**config.mk**
```make
export PLATFORM = sky130hd
export DESIGN_NAME = sreg_i2c_master
export DESIGN_NICKNAME = d
export VERILOG_FILES = /design/src/rtl/sreg_i2c_pkg.sv /design/src/rtl/sreg_i2c_step_timer.sv /design/src/rtl/sreg_i2c_line_reg.sv /design/src/rtl/sreg_i2c_master.sv
export SDC_FILE = /design/constraint.sdc
export NUM_CORES = 1
export LEC_CHECK = 0
export BUFFER_PORTS_ARGS = -buffer_cell sky130_fd_sc_hd__buf_2
export CAP_MARGIN = 20
export CORE_MARGIN = 4
export CORE_UTILIZATION = 59
export CTS_CLUSTER_DIAMETER = 100
export DETAILED_ROUTE_END_ITERATION = 10
export HOLD_SLACK_MARGIN = 0.1
export PLACE_DENSITY_LB_ADDON = 0.2
export SYNTH_ARGS = -nofsm -noshare
export SYNTH_HDL_FRONTEND = slang
export SYNTH_HIERARCHICAL = 1
export SYNTH_SLANG_ARGS = --single-unit
```
**constraint.sdc**
```tcl
create_clock -name clk -period 2.6 [get_ports clk]
set_clock_uncertainty 0.2 [all_clocks]
set_input_delay 0.13 -clock clk [delete_from_list [all_inputs] [get_ports clk]]
set_output_delay 0.13 -clock clk [all_outputs]
set_load 0.005 [all_outputs]
```
**src/rtl/sreg_i2c_pkg.sv**
```systemverilog
`timescale 1ns/1ps
package sreg_i2c_pkg;

  typedef enum logic [2:0] {OP_START, OP_TX, OP_ACK, OP_RX, OP_NACK, OP_STOP} op_e;
  typedef enum logic [1:0] {BY_ADDR_W, BY_REG, BY_DATA, BY_ADDR_R} bsel_e;

  typedef struct packed {
    op_e   op;
    bsel_e bsel;
  } seg_t;

  localparam int unsigned SEG_W = 4;
  localparam logic [SEG_W-1:0] WR_LAST_SEG = 4'd7;
  localparam logic [SEG_W-1:0] RD_MID_STOP = 4'd5;
  localparam logic [SEG_W-1:0] RD_LAST_SEG = 4'd11;

  // Segment list of one request; the order is the bus protocol itself.
  function automatic seg_t seg_decode(input logic [SEG_W-1:0] seg, input logic rd);
    seg_t s;
    s.op   = OP_STOP;
    s.bsel = BY_ADDR_W;
    if (!rd) begin
      case (seg)
        4'd0:                s.op = OP_START;
        4'd1:                begin s.op = OP_TX; s.bsel = BY_ADDR_W; end
        4'd3:                begin s.op = OP_TX; s.bsel = BY_REG;    end
        4'd5:                begin s.op = OP_TX; s.bsel = BY_DATA;   end
        4'd2, 4'd4, 4'd6:    s.op = OP_ACK;
        default:             s.op = OP_STOP;
      endcase
    end else begin
      case (seg)
        4'd0, 4'd6:          s.op = OP_START;
        4'd1:                begin s.op = OP_TX; s.bsel = BY_ADDR_W; end
        4'd3:                begin s.op = OP_TX; s.bsel = BY_REG;    end
        4'd7:                begin s.op = OP_TX; s.bsel = BY_ADDR_R; end
        4'd2, 4'd4, 4'd8:    s.op = OP_ACK;
        4'd9:                s.op = OP_RX;
        4'd10:               s.op = OP_NACK;
        default:             s.op = OP_STOP;
      endcase
    end
    return s;
  endfunction

  // Index of the final sub-step of each operation.
  function automatic logic [1:0] last_sub(input op_e op);
    case (op)
      OP_START, OP_RX, OP_NACK: return 2'd1;
      default:                  return 2'd2;
    endcase
  endfunction

  // Line levels {scl, sda_high} for one sub-step.
  function automatic logic [1:0] line_levels(input op_e op, input logic [1:0] sub, input logic b);
    case (op)
      OP_START: return (sub == 2'd0) ? 2'b10 : 2'b00;
      OP_TX:    return {sub == 2'd1, b};
      OP_ACK:   return {sub == 2'd1, 1'b1};
      OP_RX,
      OP_NACK:  return {sub == 2'd0, 1'b1};
      default:  return (sub == 2'd0) ? 2'b00 : ((sub == 2'd1) ? 2'b10 : 2'b11);
    endcase
  endfunction

endpackage

```
**src/rtl/sreg_i2c_step_timer.sv**
```systemverilog
`timescale 1ns/1ps
module sreg_i2c_step_timer #(
  parameter int unsigned STEP_CYCLES = 400
) (
  input  logic clk,
  input  logic rst_n,
  input  logic run,
  output logic step_end
);
  localparam int unsigned CW = (STEP_CYCLES > 1) ? $clog2(STEP_CYCLES) : 1;
  localparam logic [CW-1:0] LAST = CW'(STEP_CYCLES - 1);

  logic [CW-1:0] cnt_q, cnt_d;

  assign step_end = run && (cnt_q == LAST);

  always_comb begin
    if (!run || step_end) cnt_d = '0;
    else                  cnt_d = cnt_q + CW'(1);
  end

  always_ff @(posedge clk or negedge rst_n) begin
    if (!rst_n) cnt_q <= '0;
    else        cnt_q <= cnt_d;
  end
endmodule

```
**src/rtl/sreg_i2c_line_reg.sv**
```systemverilog
`timescale 1ns/1ps
module sreg_i2c_line_reg (
  input  logic clk,
  input  logic rst_n,
  input  logic en,
  input  logic scl_d,
  input  logic sda_hi_d,
  output logic scl,
  output logic sda_oe
);
  logic scl_q, sda_hi_q;

  always_ff @(posedge clk or negedge rst_n) begin
    if (!rst_n) begin
      scl_q    <= 1'b1;
      sda_hi_q <= 1'b1;
    end else if (en) begin
      scl_q    <= scl_d;
      sda_hi_q <= sda_hi_d;
    end
  end

  assign scl    = scl_q;
  assign sda_oe = ~sda_hi_q;
endmodule

```
**src/rtl/sreg_i2c_master.sv**
```systemverilog
`timescale 1ns/1ps
module sreg_i2c_master
  import sreg_i2c_pkg::*;
#(
  parameter int unsigned STEP_CYCLES = 400
) (
  input  logic       clk,
  input  logic       rst_n,
  input  logic       start,
  input  logic       rd_mode,
  input  logic [6:0] dev_addr,
  input  logic [7:0] reg_addr,
  input  logic [7:0] wr_data,
  input  logic       err_clr,
  input  logic       sda_in,
  output logic       scl,
  output logic       sda_oe,
  output logic [7:0] rd_data,
  output logic       busy,
  output logic       done,
  output logic       err
);
  // Reset: asserted at once, released on the clock.
  logic [1:0] rst_pipe;
  logic       rst_s;
  always_ff @(posedge clk or negedge rst_n) begin
    if (!rst_n) rst_pipe <= 2'b00;
    else        rst_pipe <= {rst_pipe[0], 1'b1};
  end
  assign rst_s = rst_pipe[1];

  logic             busy_q, busy_n, done_q, done_n, err_q, err_n, abort_q, abort_n, rd_q, rd_n;
  logic [SEG_W-1:0] seg_q, seg_n, stop_seg;
  logic [1:0]       sub_q, sub_n;
  logic [2:0]       bit_q, bit_n;
  logic [7:0]       rdata_q, rdata_n, reg_q, dat_q, nxt_byte;
  logic [6:0]       addr_q;
  logic             load, step_end, line_en;
  logic [1:0]       line_n;
  seg_t             cur, nxt;

  sreg_i2c_step_timer #(.STEP_CYCLES(STEP_CYCLES)) u_timer (
    .clk(clk), .rst_n(rst_s), .run(busy_q), .step_end(step_end)
  );

  assign load     = start && !busy_q && !err_q;
  assign cur      = seg_decode(seg_q, rd_q);
  assign stop_seg = !rd_q ? WR_LAST_SEG : ((seg_q < RD_MID_STOP) ? RD_MID_STOP : RD_LAST_SEG);

  always_comb begin
    busy_n  = busy_q;
    done_n  = 1'b0;
    err_n   = err_q;
    abort_n = abort_q;
    rd_n    = rd_q;
    seg_n   = seg_q;
    sub_n   = sub_q;
    bit_n   = bit_q;
    rdata_n = rdata_q;
    if (err_clr) err_n = 1'b0;
    if (!busy_q) begin
      if (start) begin
        if (err_q) begin
          done_n = 1'b1;
        end else begin
          busy_n  = 1'b1;
          rd_n    = rd_mode;
          seg_n   = '0;
          sub_n   = 2'd0;
          bit_n   = 3'd7;
          abort_n = 1'b0;
        end
      end
    end else if (step_end) begin
      if (cur.op == OP_ACK && sub_q == 2'd1 && sda_in) begin
        err_n   = 1'b1;
        abort_n = 1'b1;
      end
      if (cur.op == OP_RX && sub_q == 2'd0) rdata_n = {rdata_q[6:0], sda_in};
      if (sub_q != last_sub(cur.op)) begin
        sub_n = sub_q + 2'd1;
      end else begin
        sub_n = 2'd0;
        if ((cur.op == OP_TX || cur.op == OP_RX) && bit_q != 3'd0) begin
          bit_n = bit_q - 3'd1;
        end else begin
          bit_n = 3'd7;
          if (cur.op == OP_STOP && (abort_q || seg_q == (rd_q ? RD_LAST_SEG : WR_LAST_SEG))) begin
            busy_n = 1'b0;
            done_n = 1'b1;
          end else if (cur.op == OP_ACK && abort_q) begin
            seg_n = stop_seg;
          end else begin
            seg_n = seg_q + 4'd1;
          end
        end
      end
    end
  end

  // Line levels of the step about to begin, registered with the state.
  assign nxt = seg_decode(seg_n, rd_n);
  always_comb begin
    case (nxt.bsel)
      BY_ADDR_W: nxt_byte = {addr_q, 1'b0};
      BY_REG:    nxt_byte = reg_q;
      BY_DATA:   nxt_byte = dat_q;
      default:   nxt_byte = {addr_q, 1'b1};
    endcase
    line_n = busy_n ? line_levels(nxt.op, sub_n, nxt_byte[bit_n]) : 2'b11;
  end
  assign line_en = busy_q || busy_n;

  sreg_i2c_line_reg u_lines (
    .clk(clk), .rst_n(rst_s), .en(line_en),
    .scl_d(line_n[1]), .sda_hi_d(line_n[0]),
    .scl(scl), .sda_oe(sda_oe)
  );

  always_ff @(posedge clk or negedge rst_s) begin
    if (!rst_s) begin
      busy_q  <= 1'b0;
      done_q  <= 1'b0;
      err_q   <= 1'b0;
      abort_q <= 1'b0;
      rd_q    <= 1'b0;
      seg_q   <= '0;
      sub_q   <= 2'd0;
      bit_q   <= 3'd7;
      rdata_q <= 8'h00;
    end else begin
      busy_q  <= busy_n;
      done_q  <= done_n;
      err_q   <= err_n;
      abort_q <= abort_n;
      rd_q    <= rd_n;
      seg_q   <= seg_n;
      sub_q   <= sub_n;
      bit_q   <= bit_n;
      rdata_q <= rdata_n;
    end
  end

  always_ff @(posedge clk or negedge rst_s) begin
    if (!rst_s) begin
      addr_q <= 7'h00;
      reg_q  <= 8'h00;
      dat_q  <= 8'h00;
    end else if (load) begin
      addr_q <= dev_addr;
      reg_q  <= reg_addr;
      dat_q  <= wr_data;
    end
  end

  assign rd_data = rdata_q;
  assign busy    = busy_q;
  assign done    = done_q;
  assign err     = err_q;
endmodule

```
==> run summary, run 1 <==
The cell area that synthesis handed to floorplanning was 3550 sq um. The largest net degree at the start of global routing is 57. The post-synthesis simple-gate area fraction is 16.78%.

The tree is rooted in a sky130_fd_sc_hd__clkbuf_8. The proportion of synthesized area in mux cells is 13.78%. The count of input and output buffers came out at 41. The total congestion overflow after global routing came out at 204. Sorting the synthesized cells by area gives the leading types as sky130_fd_sc_hd__dfrtp_1 (37%), sky130_fd_sc_hd__mux2_2 (10%), sky130_fd_sc_hd__dfstp_2 (3.7%). The number of primary I/O pins is 42.

The TritonCTS sink count is 58. The proportion of register bits with asynchronous set or reset after synthesis is 100.0%. By area, the combinational part of the netlist is dominated by compound AO/OA/AOI/OAI gates. The flow did not finish. The number of enable flip-flop cells after synthesis is 0. The xor-xnor portion of the synthesized cell area is 1.234%. Measured along the y axis, the die boundary spans 85.57 um. The minimum setup slack after placement came out at -1.520 ns. For this configuration, the core starts out at a cell density of 62.54%. The post-synthesis compound-gate area fraction came out at 18.89%. The number of buffers created by CTS came out at 9. The post-synthesis cell count came out at 355. The tool reported: "[ERROR GRT-0232] Routing congestion too high. Check the congestion heatmap in the GUI".

The number of warnings printed during yosys synthesis came out at 6. The library cell with the largest summed area after synthesis is sky130_fd_sc_hd__dfrtp_1. The halt point of the flow is 5_1_grt. Counting flops and latches in the post-synthesis netlist gives 58. The standard-cell row count came out at 27.

Among all flip-flop cells after synthesis, the most frequent one is sky130_fd_sc_hd__dfrtp_1. The number of library cell types mapped by synthesis is 74. The mean cell area of the mapped netlist is 9.999 sq um.

The die outline width came out at 85.57 um. The portion of synthesized cell area occupied by the leading cell type is 37.36%. When the last timing repair stopped, the worst path ended at u_lines/sda_hi_q$_DFFE_PN1P_/D.

Detailed placement finished with a half-perimeter wire length of 7097 um. The aggregate global-route resource usage is 79.02%. The kind of pin the worst path terminates on is a sequential cell input. The final weighted congestion in routability-driven placement is 0.9131. Of the total synthesized cell area, the portion taken by full adders, half adders and majority gates is 3.525%.

The share of the Yosys chip area taken by registers is 41.06%. The clock tree buffer depth is 2. The H-tree level count is 3. After detailed placement, the total cell area comes to 4584 sq um.

The number of nets handed over by synthesis was 394.
==> cell usage after synthesis (all sizes together) (4+ instances only) <==
cell type  count
dfrtp         53
mux2          36
inv           24
nand2         23
nor2          20
a21oi         18
o21ai         18
nor3          12
ha            10
nand3          9
or3            9
clkbuf         8
buf            7
o211ai         7
a31oi          6
mux2i          6
a21o           5
and2           5
dfstp          5
nand3b         5
nand4          5
nand2b         4
nor2b          4
==> per-layer routing <==
metal	track usage (%)	GRT overflow
met3	60.90	1
met4	86.91	76
met5	7.692	0
met2	98.02	126
met1	76.97	1
==> metrics by stage <==
| stage | utilization [%] | setup TNS (ns) | instances |
|---|---|---|---|
| after floorplan | - | -3.015 | 355 |
| after CTS | 93.41 | -6.755 | 604 |
| after detailed placement | 80.78 | -7.847 | 551 |
| after global placement | 80.78 | -6.190 | 551 |
==> cells by family after synthesis <==
kind of cell,count (synthesis)
compound gates,94
xor+xnor,5
fa+ha+maj,10
buf+inv,39
flops,58
mux,42
other cells,1
simple gates,106
==> repair_timing <==
| item | CTS |
|---|---|
| buffers inserted | 9 |
| endpoints found under the hold margin | 29 |
| endpoints found under the setup margin | 19 |
| gates resized for setup | 33 |
| hold buffers | 28 |
| pin swaps | 9 |
==> inputs of run 2 (changes only) <==
--- a/config.mk
+++ b/config.mk
@@ -8,11 +8,9 @@
 export BUFFER_PORTS_ARGS = -buffer_cell sky130_fd_sc_hd__buf_2
 export CAP_MARGIN = 20
 export CORE_MARGIN = 4
-export CORE_UTILIZATION = 59
-export CTS_CLUSTER_DIAMETER = 100
+export CORE_UTILIZATION = 40
 export DETAILED_ROUTE_END_ITERATION = 10
-export HOLD_SLACK_MARGIN = 0.1
-export PLACE_DENSITY_LB_ADDON = 0.2
+export PLACE_DENSITY_LB_ADDON = 0.15
 export SYNTH_ARGS = -nofsm -noshare
 export SYNTH_HDL_FRONTEND = slang
 export SYNTH_HIERARCHICAL = 1
==> run summary, run 2 <==
The run finished, with violations left. The final reports fail on negative setup slack. The portion of synthesized cell area occupied by the leading cell type was 37.36% (unchanged). The worst vdd rail ir drop came out at 353.6 uV. Entering global routing, the biggest net connects 26 pins. The leading cell type in the layout, fill and taps excluded is sky130_fd_sc_hd__buf_4. The via count of the first global-routing pass is 3,409. The kind of end point of the critical path is a flop. The count of input and output buffers was 41 (unchanged). The routed design has 9860 um of wire. The peak-usage layer in the global routing report is met2.

The vertical die dimension is 102.2 um (+19%). STA classifies the critical path startpoint as a flop. The transition time at the pin with the least slew margin is 0.5603 ns.

The met1 routing resource usage after global routing came out at 25.10%. The final route contains 3,420 vias. The share of post-route cells with drive strength above 1 is 50.09%. The area of the multi-input gates came out at 2182 sq um.

The footprint of the flip-flops and latches came out at 1460 sq um. The insertion delay to the later sink of the worst-skew pair came out at 0.34 ns. The H-tree level count is 3 (unchanged). u_timer/cnt_q holds more flip-flops than any other register. For met2 alone, demand over resource in global routing was 33.33%.

The reported leakage power came out at 0.002571 uW. The number of violations reported at the end of detailed-routing iteration 0 is 122. The number of primary I/O pins came out at 42 (unchanged). The total of flip-flops plus latches after synthesis came out at 58 (unchanged). The tree is rooted in a sky130_fd_sc_hd__clkbuf_8. In the finished design, the share of the clock period the worst path needs comes to 159.1%. The proportion of register bits with asynchronous set or reset after synthesis was 100.0% (unchanged). In the routed layout, each cell is associated on average with a via count of 5.190.

The number of buffers created by CTS is 9 (unchanged). The mean cell area of the mapped netlist came to 9.999 sq um (unchanged). The remaining design rule violation count came out at 0. The peak fanout along the critical path is 6. Global routing finished with a remaining overflow of 0.

The final weighted congestion in routability-driven placement is 0.9179 (+0.53%). The cell area after synthesis is 3550 sq um (unchanged). The hold violation count in the final report came to 0.

The signal on the critical path passes through inv_2, ha_2, a2bb2oi_2, o311a_1, a31o_1, mux2i_4, buf_6, mux2_4, nor3_2, or3_4, buf_4, nor4_4, a311oi_1, o221ai_2, o311ai_2, o21ai_1, mux2_2. For this run, the detailed router's first-pass iteration total came to 4. Yosys attributes the largest share of cell area to sky130_fd_sc_hd__dfrtp_1 (37%), sky130_fd_sc_hd__mux2_2 (10%), sky130_fd_sc_hd__dfstp_2 (3.7%). The TritonCTS sink count came to 58 (unchanged). The library cell with the largest summed area after synthesis is sky130_fd_sc_hd__dfrtp_1.

The standard-cell row count is 34 (+26%). The CTS clock-pin slew for the worst setup and hold paths is 0.08 ns. The die outline width came to 102.2 um (+19%). The number of warnings printed during yosys synthesis came out at 6 (unchanged).

After layout, the worst setup slack is -1.537 ns. Ranked by instance count, the synthesized netlist is headed by sky130_fd_sc_hd__dfrtp_1 (53), sky130_fd_sc_hd__mux2_2 (32), sky130_fd_sc_hd__nand2_1 (23). Relative to the synthesized area, the layout overhead comes to 56.40%. The routing usage on met3 is 4.027%. The number of nets in the finished design came out at 585. The setup path with the least slack is of type flop to flop. The post-synthesis cell count came out at 355 (unchanged). Global routing consumed, over all layers together, 19.45% of the routing resources.

The tightest min-delay check is of the flop to async pin type. The number of enable flip-flop cells after synthesis is 0 (unchanged). The portion of the post-synthesis area used by sequential elements came out at 41.06% (unchanged). The number of buffers and inverters on the critical path is 3. The cell family contributing the most delay on the critical path is compound AO/OA/AOI/OAI gates. The setup-violating endpoint count in the final report is 19. The initial antenna violation count came out at 0. The total cell area at the placement stage is 4717 sq um (+2.9%). The total power divided by cell area came out at 503.8 nW/um^2. The area of the die came out at 10,440 sq um. Among all cell types in the netlist, the one instantiated most often is sky130_fd_sc_hd__dfrtp_1. In the final routed layout, each cell accounts on average for 14.96 um. The number of max-cap violations came out at 0. The synthesized net count came out at 394 (unchanged). The core area is 8678 sq um. The clock tree buffer depth is 2 (unchanged).

The delay of the slowest critical-path stage is 0.42 ns. The number of nets with antenna violations after detailed routing came out at 0. The HPWL after detailed placement was 6935 um (-2.3%).

The minimum setup slack after placement is -1.469 ns (+0.05147 ns). TritonCTS built the clock tree. 0 antenna diodes ended up in the layout.

The total of fill cells in the finished design is 727. The maximum frequency from static timing analysis is 0.2417 GHz. The data arrival at the endpoint of the critical path came out at 4.21 ns. Setup repair after global routing could not meet its margin everywhere. The slowest stage of the critical path belongs to the cell sky130_fd_sc_hd__dfrtp_2. The overall power of the completed layout came out at 2797 uW. The global-route wire length before repair came out at 16,050 um. The finished layout cell area is 5552 sq um.

The post-layout minimum cycle time came out at 4.137 ns. For this run, the leading register cell type out of synthesis is sky130_fd_sc_hd__dfrtp_1. The initial core utilization was 40.90% (-22 points). The data required time of the critical path came out at 2.67 ns. The register with the most flip-flops in the layout has 9 of them. The number of library cell types mapped by synthesis is 74 (unchanged). The summed negative setup slack over all endpoints came out at -8.914 ns. The count of pins over their slew limit was 0.

In the layout the commonest cells are sky130_fd_sc_hd__buf_4 (116), sky130_fd_sc_hd__dfrtp_1 (51), sky130_fd_sc_hd__buf_2 (41). The worst slew slack as a fraction of its limit is 62.65%.
[run 2: cell counts after synthesis]
Identical to the previous run, type by type.
[run 2: final cells by class]
class                   count  share of cell area (%)
well taps                 108                   2.434
flip-flops and latches     58                   26.30
inverters                  24                   1.758
clock inverters             7                   1.397
multi-input cells         259                   39.31
repair buffers            194                   26.57
clock buffers               9                   2.231
[run 2: cell families (layout without fill, tap and decap cells)]
| kind of cell | after synthesis | count (layout) | share of synthesized area, % |
|---|---|---|---|
| AND/OR/NAND/NOR | 106 | 107 | 16.78 |
| AO/OA/AOI/OAI | 94 | 94 | 18.89 |
| flip-flops | 58 | 58 | 41.06 |
| multiplexers | 42 | 42 | 13.78 |
| buffers and inverters | 39 | 234 | 4.618 |
| adder cells (fa/ha/maj) | 10 | 10 | 3.525 |
| XOR/XNOR | 5 | 5 | 1.234 |
| other | 1 | 1 | 0.1056 |
[run 2: what timing repair did]
item | CTS | global route
endpoints found under the hold margin | 29 | 0
setup buffers | 10 | 7
pin swaps | 13 | 19
cloned | 1 | 0
resized for setup | 30 | 14
hold buffers | 28 | 0
setup endpoints to repair | 19 | 23
[run 2: report_power, final]
group	internal (uW)	switching (uW)	leakage (uW)
Clock	449	423	0.0000885
Combinational	439	341	0.00177
Sequential	1050	97.8	0.000712
Total	1930	862	0.00257
[run 2: per-stage QoR]
| stage | utilization, % | hold slack (ns) | std cells |
|---|---|---|---|
| global route | 63.97 | 0.1216 | 659 |
| global placement | 54.35 | -0.2846 | 597 |
| finish | 63.97 | 0.06539 | 659 |
| floorplan | - | -0.3656 | 355 |
| detailed placement | 54.35 | -0.2838 | 597 |
| CTS | 62.31 | 0.09491 | 652 |
[run 2: final timing paths]
kind                            cells past startpoint                            to                  start  slack, ns
min in group clk                                    5                rd_q$_DFF_PN0_                rd_mode       0.11
worst min-delay path                                0        rd_data[4]$_DFFE_PN0P_  rst_pipe[1]$_DFF_PN0_       0.07
max in group asynchronous                           1            bit_q[1]$_DFF_PN1_  rst_pipe[1]$_DFF_PN0_       1.45
worst max-delay path                               17  u_lines/sda_hi_q$_DFFE_PN1P_     seg_q[0]$_DFF_PN0_      -1.54
worst min register to register                      0        rd_data[4]$_DFFE_PN0P_  rst_pipe[1]$_DFF_PN0_       0.07
worst max register to register                     17  u_lines/sda_hi_q$_DFFE_PN1P_     seg_q[0]$_DFF_PN0_      -1.54
[run 2: routing by layer]
layer,vias to the layer above,wire length (um)
li1,1698,-
met1,1645,4491
met2,63,4898
met3,14,330
met4,0,140
met5,-,0
[run 2: worst register-to-register path, delay by kind of cell (launching register included)]
kind,cells,cell delay [ns]
buf+inv,3,0.34
fa+ha+maj,1,0.19
simple gates,3,0.44
compound gates,7,1.67
mux,3,0.78
flops,1,0.42
(Power assumes the default switching activity.)
